<file path="config.mk">
export PLATFORM = sky130hd
export DESIGN_NAME = segload_rx
export DESIGN_NICKNAME = d
export VERILOG_FILES = /design/src/rtl/segload_pkg.sv /design/src/rtl/segload_sync.sv /design/src/rtl/segload_frame.sv /design/src/rtl/segload_banks.sv /design/src/rtl/segload_rx.sv
export SDC_FILE = /design/constraint.sdc
export NUM_CORES = 1
export LEC_CHECK = 0
export ABC_CLOCK_PERIOD_IN_PS = 3400
export BUFFER_PORTS_ARGS = -buffer_cell sky130_fd_sc_hd__buf_4
export CAP_MARGIN = 20
export CORE_MARGIN = 2
export CORE_UTILIZATION = 60
export DETAILED_ROUTE_END_ITERATION = 10
export MAX_ROUTING_LAYER = met4
export PLACE_DENSITY = 0.94
export SLEW_MARGIN = 20
export SYNTH_ARGS = -nofsm -noshare
export SYNTH_HDL_FRONTEND = slang
export SYNTH_HIERARCHICAL = 1
export SYNTH_SLANG_ARGS = --single-unit
</file>
<file path="constraint.sdc">
create_clock -name clk -period 3.4 [get_ports clk]
set_input_delay 0.34 -clock clk [delete_from_list [all_inputs] [get_ports clk]]
set_output_delay 0.34 -clock clk [all_outputs]
set_load 0.03 [all_outputs]
</file>
<file path="src/rtl/segload_pkg.sv">
`timescale 1ns/1ps
package segload_pkg;

    // Levels of the three bus lines after synchronisation
    typedef struct packed {
        logic en;
        logic clk;
        logic dat;
    } bus_t;

    // Events derived from two successive synchronised samples
    typedef struct packed {
        logic en_rise;
        logic en_fall;
        logic clk_rise;
        logic clk_held;   // burst clock high in this and the previous sample
        logic dat_chg;
    } bus_evt_t;

    typedef enum logic [1:0] {
        RX_IDLE  = 2'd0,
        RX_SHIFT = 2'd1,
        RX_ARMED = 2'd2
    } rx_state_e;

    // Counter width that holds 0 .. frame_bits+1 (saturating one past the frame)
    function automatic int cnt_width(input int frame_bits);
        return $clog2(frame_bits + 2);
    endfunction

endpackage

</file>
<file path="src/rtl/segload_sync.sv">
`timescale 1ns/1ps
module segload_sync
    import segload_pkg::*;
#(
    parameter int STAGES = 2
) (
    input  logic     clk,
    input  logic     rst,
    input  bus_t     raw,
    output bus_t     lvl,
    output bus_evt_t evt
);

    bus_t stg [STAGES];
    bus_t prev;

    generate
        for (genvar i = 0; i < STAGES; i++) begin : g_stage
            if (i == 0) begin : g_first
                always_ff @(posedge clk) begin
                    if (rst) stg[0] <= '0;
                    else     stg[0] <= raw;
                end
            end else begin : g_next
                always_ff @(posedge clk) begin
                    if (rst) stg[i] <= '0;
                    else     stg[i] <= stg[i-1];
                end
            end
        end
    endgenerate

    always_ff @(posedge clk) begin
        if (rst) prev <= '0;
        else     prev <= stg[STAGES-1];
    end

    assign lvl = stg[STAGES-1];

    always_comb begin
        evt.en_rise  = lvl.en  & ~prev.en;
        evt.en_fall  = ~lvl.en & prev.en;
        evt.clk_rise = lvl.clk & ~prev.clk;
        evt.clk_held = lvl.clk & prev.clk;
        evt.dat_chg  = lvl.dat ^ prev.dat;
    end

endmodule

</file>
<file path="src/rtl/segload_frame.sv">
`timescale 1ns/1ps
module segload_frame
    import segload_pkg::*;
#(
    parameter int DATA_W = 32,
    localparam int FRAME_BITS = DATA_W + 2,
    localparam int CNT_W = cnt_width(FRAME_BITS)
) (
    input  logic              clk,
    input  logic              rst,
    input  bus_t              lvl,
    input  bus_evt_t          evt,
    output logic              commit,
    output logic              commit_sel,
    output logic [DATA_W-1:0] commit_data,
    output logic [CNT_W-1:0]  bit_cnt
);

    localparam logic [CNT_W-1:0] CNT_FULL = CNT_W'(FRAME_BITS);
    localparam logic [CNT_W-1:0] CNT_OVER = CNT_W'(FRAME_BITS + 1);

    rx_state_e             state;
    logic [FRAME_BITS-1:0] sreg;
    logic [CNT_W-1:0]      cnt;
    logic                  bad;
    logic                  disturb;

    // Data moving during a high burst clock is a disturbance
    assign disturb = evt.dat_chg & evt.clk_held;

    always_ff @(posedge clk) begin
        if (rst) begin
            state <= RX_IDLE;
            sreg  <= '0;
            cnt   <= '0;
            bad   <= 1'b0;
        end else if (evt.en_rise) begin
            state <= RX_SHIFT;
            cnt   <= '0;
            bad   <= 1'b0;
        end else begin
            unique case (state)
                RX_SHIFT: begin
                    if (evt.clk_rise) begin
                        sreg <= {sreg[FRAME_BITS-2:0], lvl.dat};
                        if (cnt != CNT_OVER) cnt <= cnt + 1'b1;
                        if (cnt == '0 && lvl.dat) bad <= 1'b1;
                    end
                    if (disturb) bad <= 1'b1;
                    if (evt.en_fall) begin
                        state <= RX_ARMED;
                        if (evt.clk_held) bad <= 1'b1;
                    end
                end
                RX_ARMED: begin
                    if (evt.clk_rise) state <= RX_IDLE;
                end
                default: state <= RX_IDLE;
            endcase
        end
    end

    always_comb begin
        commit      = (state == RX_ARMED) && evt.clk_rise && !evt.en_rise &&
                      !lvl.en && !bad && (cnt == CNT_FULL);
        commit_sel  = sreg[0];
        commit_data = sreg[DATA_W:1];
    end

    assign bit_cnt = cnt;

endmodule

</file>
<file path="src/rtl/segload_banks.sv">
`timescale 1ns/1ps
module segload_banks #(
    parameter int DATA_W    = 32,
    parameter bit DUAL_BANK = 1'b1
) (
    input  logic              clk,
    input  logic              rst,
    input  logic              commit,
    input  logic              commit_sel,
    input  logic [DATA_W-1:0] commit_data,
    output logic [DATA_W-1:0] bank_a,
    output logic [DATA_W-1:0] bank_b,
    output logic              load_pulse
);

    logic wr_a;
    logic wr_b;

    generate
        if (DUAL_BANK) begin : g_dual
            assign wr_a = commit & commit_sel;
            assign wr_b = commit & ~commit_sel;
        end else begin : g_single
            assign wr_a = commit & commit_sel;
            assign wr_b = 1'b0;
        end
    endgenerate

    always_ff @(posedge clk) begin
        if (rst) begin
            bank_a     <= '0;
            bank_b     <= '0;
            load_pulse <= 1'b0;
        end else begin
            load_pulse <= wr_a | wr_b;
            if (wr_a) bank_a <= commit_data;
            if (wr_b) bank_b <= commit_data;
        end
    end

endmodule

</file>
<file path="src/rtl/segload_rx.sv">
`timescale 1ns/1ps
module segload_rx
    import segload_pkg::*;
#(
    parameter int DATA_W      = 32,
    parameter bit DUAL_BANK   = 1'b1,
    parameter int SYNC_STAGES = 2
) (
    input  logic              clk,
    input  logic              rst,
    input  logic              bus_en,
    input  logic              bus_clk,
    input  logic              bus_dat,
    output logic [DATA_W-1:0] seg_bank_a,
    output logic [DATA_W-1:0] seg_bank_b,
    output logic              load_pulse
);

    localparam int FRAME_BITS = DATA_W + 2;
    localparam int CNT_W      = cnt_width(FRAME_BITS);

    bus_t              bus_raw;
    bus_t              bus_lvl;
    bus_evt_t          bus_evt;
    logic              en_lvl;
    logic              commit;
    logic              commit_sel;
    logic [DATA_W-1:0] commit_data;
    logic [CNT_W-1:0]  bit_cnt;

    assign bus_raw = '{en: bus_en, clk: bus_clk, dat: bus_dat};
    assign en_lvl  = bus_lvl.en;

    segload_sync #(.STAGES(SYNC_STAGES)) u_sync (
        .clk (clk),
        .rst (rst),
        .raw (bus_raw),
        .lvl (bus_lvl),
        .evt (bus_evt)
    );

    segload_frame #(.DATA_W(DATA_W)) u_frame (
        .clk         (clk),
        .rst         (rst),
        .lvl         (bus_lvl),
        .evt         (bus_evt),
        .commit      (commit),
        .commit_sel  (commit_sel),
        .commit_data (commit_data),
        .bit_cnt     (bit_cnt)
    );

    segload_banks #(.DATA_W(DATA_W), .DUAL_BANK(DUAL_BANK)) u_banks (
        .clk         (clk),
        .rst         (rst),
        .commit      (commit),
        .commit_sel  (commit_sel),
        .commit_data (commit_data),
        .bank_a      (seg_bank_a),
        .bank_b      (seg_bank_b),
        .load_pulse  (load_pulse)
    );

endmodule

</file>
======== Word-level counts from Yosys, hierarchy flattened ========
Memories as Yosys holds them, arrays and structs flattened.
Index checks and enable logic that the tools add are counted.
storage, ports and cells
  bits in writable memories ............... 6
  memories ................................ 1
  register bits after elaboration ......... 110
  input port bits ......................... 5
  output and inout port bits .............. 65
operators by class
  mux-type cells .......................... 14
  reductions and logical operators ........ 15
  add/sub/neg operators ................... 1
  eq/ne operators ......................... 8
  bitwise gates (word level) .............. 16
memory list
  memory      depth  bits a word  read ports  clocked after Yosys merged registers in  wr ports  line                source
  u_sync.stg  2      3            2           0                                        2         segload_sync.sv:14  bus_t stg [STAGES];
operators by type and width
  cell                                                                   count
  1-bit two-way mux                                                      9
  1-bit bitwise AND                                                      7
  6-bit by 1-bit adder with 6-bit output, second input constant          1
  6-bit equality test, second input constant                             1
  1-bit logical AND                                                      6
  6-bit zero test                                                        1
  3-bit two-way mux                                                      2
  6-bit != test, second input constant                                   1
  3-bit AND reduction                                                    2
  1-bit NOT                                                              5
  2-bit two-way mux                                                      2
  2-bit case mux with 2 select lines                                     1
  2-bit AND reduction                                                    2
  1-bit zero test                                                        3
  3-bit by 1-bit != test with 1-bit output, second input constant        1
  3-bit by 2-bit != test with 1-bit output, second input constant        1
  1-bit bitwise OR                                                       3
  2-bit by 1-bit equality test with 1-bit output, second input constant  1
  2-bit equality test, second input constant                             1
  2-bit by 1-bit != test with 1-bit output, second input constant        1
  2-bit != test, second input constant                                   1
  2-bit OR reduction                                                     1
  1-bit bitwise XOR                                                      1

======== Depth between registers and ports, before layout ========
Gate-level depths: netlist of the first run.
  word-level depth ........................ 9
  gate-level depth with buffers ........... 9
  depth with buffers taken out ............ 7

======== By module ========
Netlist of the first run, hierarchy kept.
by module, submodules not included
  module         cells each  instances  area an instance (um^2)
  segload_banks  247         1          2,737.6
  segload_frame  205         1          1,641.6
  segload_sync   23          1          270.3

======== Worst setup path after synthesis of the first run ========
Ideal clock, no wire load.
  path type ............................... register -> register
  from .................................... memory u_sync/stg[1][1] (netlist name)
  to ...................................... register u_banks.bank_a[10]
  setup slack ............................. 1.659 ns
  arrival time ............................ 1.670 ns
  period minus slack after synthesis ...... 1.741 ns
  required time ........................... 3.328 ns
  cell stages (with the launch flop) ...... 9
  cells stage by stage .................... dfxtp_1 -> nor2b_1 -> inv_1 -> nor3_1 -> and3_1 -> and2_4 -> buf_12 -> buf_12 -> mux2i_1
RTL lines
  item                    line                 source
  start: declaration      segload_sync.sv:14
  end signal: assignment  segload_banks.sv:36  if (wr_a) bank_a <= commit_data;
  end: declaration        segload_banks.sv:11  output logic [DATA_W-1:0] bank_a,

==> results.py, run 1 <==
metrics = {
    "route": {
        "route.detailed.drc": 0,
        "wire_per_inst_um": 15.22,
        "ant_nets": 0,
        "dr.first_iter.drc_count": 242,
        "finalWirelength_um": 9880,
        "vias": 3457,
        "vias_per_cell": 5.327,
        "drt_first_pass_iters": 5,
    },
    "synth": {
        "ys_seq_area_frac": 0.4995,
        "synth_top_area_cell": "dfxtp_1",
        "synth.area.top_cells": "dfxtp_1, mux2i_1, nand2b_1, nand2_1, a21oi_1",
        "syn_inst": 475,
        "yosys.area.top_type_share": 0.4995,
        "syn_avg_cell_area_um2": 9.788,
        "yosysUniqueCellTypes": 38,
        "synthesis.nets": 483,
        "async_flop_share": 0,
        "synth_ff_type": "dfxtp_1",
        "yosys_register_bits": 116,
        "synth_edf_count": 0,
        "synth_common_cells": "dfxtp_1, nand2b_1, nand2_1, mux2i_1, a21oi_1",
        "synth.cell_area_um2": 4649,
        "post-synth-top-count-cell": "dfxtp_1",
        "synth.yosys.warnings": 6,
    },
    "clock_network": {
        "cts_sinks": 116,
        "clk_pin_slew_ns": 0.06,
        "cts_hold_buf": 0,
        "cts_setup_buffers": 0,
        "htreeDepth": 4,
        "cts_buffers": 17,
        "cts_tree": "built",
        "clock_path_buffers": 2,
        "cts_resized": 0,
        "root_buffer": "clkbuf_8",
        "clk_latency_ns": 0.51,
    },
    "worst_setup_path": {
        "rr_startpoint": "u_sync/stg[1][1]",
        "max_stage_delay_ns": 0.55,
        "cp_max_fo": 28,
        "r2r_setup_slack_ns": 1.00,
        "r2r_cells": 6,
        "path_cells": "nor2b_1 > inv_1 > nor3_1 > and3_1 > nand2b_2 > mux2i_1",
        "setup.worst_path.class": "register to register",
        "critPathCaptureType": "register",
        "cp-start-kind": "register",
        "worstPathArrival_ns": 2.81,
        "cp.required_ns": 3.81,
        "slowest_stage": "nand2b_2",
        "r2r-end": "u_banks/bank_b[2]",
    },
    "finish": {
        "fill_cells": 489,
        "nets": 543,
        "drive_gt1_frac": 0.2011,
        "diodes": 0,
        "area_growth_pct": 22.90,
    },
    "global_route": {
        "grt_max_degree": 106,
        "grt_usage": 0.2537,
        "grt_pass1_vias": 3483,
        "grt_first_pass_wirelength_um": 16340,
        "antenna_found_initial": 0,
        "met3_usage": 0.07231,
        "busiest_layer": "met2",
        "gr-usage-met2": 0.4314,
        "grtUsageMet1": 0.2821,
        "grt_overflow_total": 0,
    },
    "floorplanning": {
        "rows": 32,
        "die_w_um": 92.03,
        "initial_core_util": 0.6112,
        "core_area_um2": 7607,
        "pin_count": 70,
        "fp.dieH_um": 92.03,
        "die-area_um2": 8470,
    },
    "pwr": {
        "powerDensity_nw_per_um2": 572.1,
        "p_sw_uw": 652.8,
        "vdd_drop_max_mv": 0.4428,
        "seq_power_share": 0.419,
        "p_leak_uw": 0.002301,
        "internal_power_uw": 2616,
        "switching_share": 0.1997,
        "comb_power_share": 0.017,
        "pwr-share-clk": 0.564,
    },
    "sta": {
        "final.setup.tns_ns": 0,
        "setup_viol": 0,
        "hold_viol": 0,
        "clock_skew_ns": 0.006764,
        "whs_ns": 0.03893,
        "worst_pin_slew_ns": 0.9573,
        "relSlewSlack": 0.3618,
        "slew_violations": 0,
        "finalCriticalPeriod_ns": 2.399,
        "grt_setup_unrepaired": "no",
        "clock.fmax_mhz": 416.9,
        "fin_crit_sh": 0.7055,
    },
    "job": {
        "max_cap_violations": 0,
    },
    "placement": {
        "hpwl_um": 5429,
        "place.gp.congestion": 0.7546,
        "port_buffers": 69,
    },
    "min_path": {
        "min_delay_path_depth": 2,
        "min_to": "u_sync/stg[0][1]",
        "min_from": "bus_clk",
        "hold_class": "input pin to register",
    },
    "outcome": {
        "outcome": "completed",
    },
}
[worst max path at each step]
stage | start | end | cells past startpoint
2_1_floorplan | u_sync/stg[1][1] | u_banks/bank_a[10] | 8
3_3_place_gp | u_sync/stg[1][1] | u_banks/bank_b[7] | 6
3_5_place_dp | u_sync/stg[1][1] | u_banks/bank_b[10] | 6
4_1_cts | u_sync/stg[1][1] | u_banks/bank_b[2] | 6
5_1_grt | u_sync/stg[1][1] | u_banks/bank_b[2] | 6
6_report | u_sync/stg[1][1] | u_banks/bank_b[2] | 6
[critical path, delay by kind of cell (launching register included)]
| kind | cells | cell delay, ns |
|---|---|---|
| simple gates | 4 | 1.43 |
| mux | 1 | 0.40 |
| flops | 1 | 0.32 |
| buf+inv | 1 | 0.13 |
[logic make-up (layout without fill, tap and decap cells)]
logic type      count (synthesis)  in the layout  synth area share
mux                            66             66            0.1421
compound gates                 46             46           0.05221
flops                         116            116            0.4995
fa+ha+maj                       3              3          0.008074
simple gates                  209            209            0.2462
xor+xnor                        1              1          0.001884
buf+inv                        34            106           0.05006
[layout by cell type, fill, tap and decap left out, types with 4 or more instances in the layout]
| master | count |
|---|---|
| dfxtp_1 | 116 |
| mux2i_1 | 66 |
| a21oi_1 | 39 |
| clkbuf_16 | 16 |
| nor2b_1 | 13 |
| clkinvlp_4 | 4 |
| inv_1 | 4 |
| bufinv_16 | 4 |
| nand2b_1 | 96 |
| nor2_1 | 4 |
| buf_4 | 71 |
| nand2_1 | 75 |
[per-layer routing]
| layer | share of wire | vias up | wire, um |
|---|---|---|---|
| li1 | - | 1675 | - |
| met1 | 0.41 | 1647 | 4062 |
| met2 | 0.53 | 109 | 5195 |
| met3 | 0.041 | 26 | 406 |
| met4 | 0.022 | 0 | 215 |
| met5 | 0 | - | 0 |
[power groups by stage]
stage                     registers, uW  logic, uW  clock network, uW
after floorplan                    1400       46.0                  0
after global placement             1400       54.2                  0
after detailed placement           1400       55.2                  0
after CTS                          1370       56.5               1860
after global routing               1370       61.9               1930
final                              1370       56.5               1840
[per-stage QoR]
step | cell area, um2 | std cells | total power [uW] | setup slack, ns | util
detailed placement | 5095 | 618 | 1453 | 1.106 | 0.6697
floorplan | 4649 | 475 | 1443 | 1.659 | -
CTS | 5714 | 649 | 3284 | 1.030 | 0.7512
global placement | 5095 | 618 | 1452 | 1.249 | 0.6697
finish | 5714 | 649 | 3269 | 1.001 | 0.7512
global route | 5714 | 649 | 3360 | 0.7406 | 0.7512
[area by class of cell]
| class | instances | area, um2 | share of cell area |
|---|---|---|---|
| Tap cell | 102 | 127.6 | 0.02233 |
| Clock buffer | 19 | 441.7 | 0.07729 |
| Multi-Input combinational cell | 325 | 2097 | 0.3670 |
| Inverter | 4 | 15.01 | 0.002628 |
| Sequential cell | 116 | 2322 | 0.4064 |
| Timing Repair Buffer | 71 | 533.0 | 0.09328 |
| Clock inverter | 12 | 177.7 | 0.03109 |
[sequential cells by signal, summed over array words and instances (netlist names)]
register,cells
u_banks/bank_a,32
u_banks/bank_b,32
u_banks/load_pulse,1
u_frame/bad,1
u_frame/bit_cnt,6
u_frame/sreg,33
u_frame/state,2
u_sync/prev,3
u_sync/stg,6
Power figures use the tool's default switching activity.
==> inputs of run 2 (changes only) <==
--- a/config.mk
+++ b/config.mk
@@ -5,14 +5,14 @@
 export SDC_FILE = /design/constraint.sdc
 export NUM_CORES = 1
 export LEC_CHECK = 0
-export ABC_CLOCK_PERIOD_IN_PS = 3400
+export ABC_CLOCK_PERIOD_IN_PS = 2250
 export BUFFER_PORTS_ARGS = -buffer_cell sky130_fd_sc_hd__buf_4
 export CAP_MARGIN = 20
 export CORE_MARGIN = 2
-export CORE_UTILIZATION = 60
+export CORE_UTILIZATION = 56
 export DETAILED_ROUTE_END_ITERATION = 10
 export MAX_ROUTING_LAYER = met4
-export PLACE_DENSITY = 0.94
+export PLACE_DENSITY = 0.9
 export SLEW_MARGIN = 20
 export SYNTH_ARGS = -nofsm -noshare
 export SYNTH_HDL_FRONTEND = slang
==> constraint.sdc (replaced) <==
create_clock -name clk -period 2.25 [get_ports clk]
set_input_delay 0.225 -clock clk [delete_from_list [all_inputs] [get_ports clk]]
set_output_delay 0.225 -clock clk [all_outputs]
set_load 0.03 [all_outputs]
==> run 2 against run 1 <==
Net effect: worst setup slack worse by 0.85 ns; core utilization fell by 4.2 points; sequential power rose by 51%; largest cell class unchanged.
==> results.py, run 2 (synthesis results as in run 1) <==
metrics = {
    "pwr": {
        "total_power_uw": 4846,
        "p_leak_uw": 0.002336,
        "powerDensity_nw_per_um2": 839.6,
        "vdd_drop_max_mv": 0.4776,
    },
    "clock_network": {
        "cts_sinks": 116,
        "cts_setup_buffers": 0,
        "clock_path_buffers": 2,
        "clk_pin_slew_ns": 0.05,
        "cts_buffers": 17,
        "htreeDepth": 4,
        "root_buffer": "clkbuf_8",
        "cts_tree": "built",
        "clk_latency_ns": 0.51,
        "cts_resized": 0,
    },
    "sta": {
        "fin_crit_sh": 0.9323,
        "final.setup.tns_ns": 0,
        "finalCriticalPeriod_ns": 2.098,
        "relSlewSlack": 0.5191,
        "slew_violations": 0,
        "clock.fmax_mhz": 476.7,
        "grt_setup_unrepaired": "no",
        "worst_pin_slew_ns": 0.7213,
        "hold_viol": 0,
        "setup_viol": 0,
        "setup_ws_ns": 0.1523,
        "clock_skew_ns": 0.007659,
    },
    "finish": {
        "largest_register": "u_frame/sreg",
        "final_common_cell": "dfxtp_1",
        "drive_gt1_frac": 0.2022,
        "largest_reg_flops": 33,
        "area_growth_pct": 24.14,
        "final_cell_mix": "dfxtp_1, nand2b_1, nand2_1",
        "top_regs": "u_frame/sreg: 33 flops, u_banks/bank_a: 32 flops, u_banks/bank_b: 32 flops",
        "fill_cells": 575,
        "diodes": 0,
        "nets": 550,
    },
    "worst_setup_path": {
        "critPathCaptureType": "register",
        "cp.required_ns": 2.68,
        "setup.worst_path.class": "register to register",
        "worstPathArrival_ns": 2.53,
        "r2r_cells": 4,
        "rr_startpoint": "u_frame/bit_cnt[2]",
        "cp-start-kind": "register",
        "cp_max_fo": 28,
        "r2r-end": "u_banks/bank_a[20]",
        "r2r_setup_slack_ns": 0.15,
    },
    "route": {
        "vias_per_cell": 5.124,
        "vias": 3377,
        "dr.first_iter.drc_count": 150,
        "route.detailed.drc": 0,
        "finalWirelength_um": 9202,
        "drt_first_pass_iters": 4,
        "wire_per_inst_um": 13.96,
        "ant_nets": 0,
    },
    "global_route": {
        "grt_usage": 0.2175,
        "grt_pass1_vias": 3266,
        "antenna_found_initial": 0,
        "grt_overflow_total": 0,
        "grt_max_degree": 72,
        "grt_first_pass_wirelength_um": 14830,
    },
    "outcome": {
        "outcome": "completed",
    },
    "placement": {
        "port_buffers": 69,
        "place.gp.congestion": 0.7993,
        "pre_cts_ws_ns": 0.2046,
        "hpwl_um": 5671,
    },
    "floorplanning": {
        "fp.dieH_um": 95.12,
        "rows": 33,
        "die-area_um2": 9048,
        "die_w_um": 95.12,
        "initial_core_util": 0.5716,
        "core_area_um2": 8134,
        "pin_count": 70,
    },
    "job": {
        "max_cap_violations": 0,
    },
    "min_path": {
        "min_from": "rst",
        "hold_class": "input pin to register",
        "min_delay_path_depth": 2,
        "min_to": "u_frame/state[0]",
    },
}
run 2: worst max-delay path by stage:
stage	start	to	slack, ns	cells past startpoint
2_1_floorplan	u_sync/stg[1][1]	u_banks/bank_a[10]	0.51	8
3_3_place_gp	u_frame/bit_cnt[2]	u_banks/bank_a[25]	0.40	4
3_5_place_dp	u_frame/bit_cnt[2]	u_banks/bank_a[20]	0.20	4
4_1_cts	u_frame/bit_cnt[2]	u_banks/bank_a[20]	0.16	4
5_1_grt	u_frame/bit_cnt[2]	u_banks/bank_a[16]	0.06	4
6_report	u_frame/bit_cnt[2]	u_banks/bank_a[20]	0.15	4
run 2: stage by stage:
| stage | cell area (um2) | hold slack (ns) | std cells | utilization |
|---|---|---|---|---|
| after floorplan | 4649 | 0.2966 | 475 | - |
| after global placement | 5141 | 0.4164 | 625 | 0.6321 |
| after detailed placement | 5141 | 0.4256 | 625 | 0.6321 |
| after CTS | 5772 | 0.1869 | 659 | 0.7096 |
| after global routing | 5772 | 0.2212 | 659 | 0.7096 |
| final | 5772 | 0.1925 | 659 | 0.7096 |
run 2: what timing repair did:
item / in CTS / in global routing
endpoints found under the setup margin: 0 / 0
hold endpoints to repair: 3 / 0
hold buffers: 3 / 0
run 2: layout make-up:
cell class	instances	area (um2)	area share
Sequential cell	116	2322	0.4023
Multi-Input combinational cell	325	2097	0.3633
Timing Repair Buffer	78	605.6	0.1049
Clock buffer	23	476.7	0.08259
Tap cell	105	131.4	0.02276
Clock inverter	8	123.9	0.02146
Inverter	4	15.01	0.002601
run 2: where the power goes:
group	total [uW]	switching (uW)	internal, uW	leakage, uW
Clock	2680	890	1790	0.000290
Combinational	92.8	47.1	45.6	0.00111
Sequential	2070	5.38	2060	0.000935
Total	4850	942	3900	0.00234
run 2: worst max-delay path: stages (launching register included):
cell and delay, ns:
dfxtp_1 0.36, nor4b_1 0.50, and3_1 0.34, and2_4 0.53, mux2i_1 0.28
run 2: metal layers:
metal	routed length, um	track usage	vias to the layer above	part of all wire
met4	172	0.07971	0	0.019
met1	4070	0.2507	1579	0.44
met5	0	-	-	0
li1	-	-	1691	-
met3	442	0.07589	19	0.048
met2	4516	0.3504	88	0.49
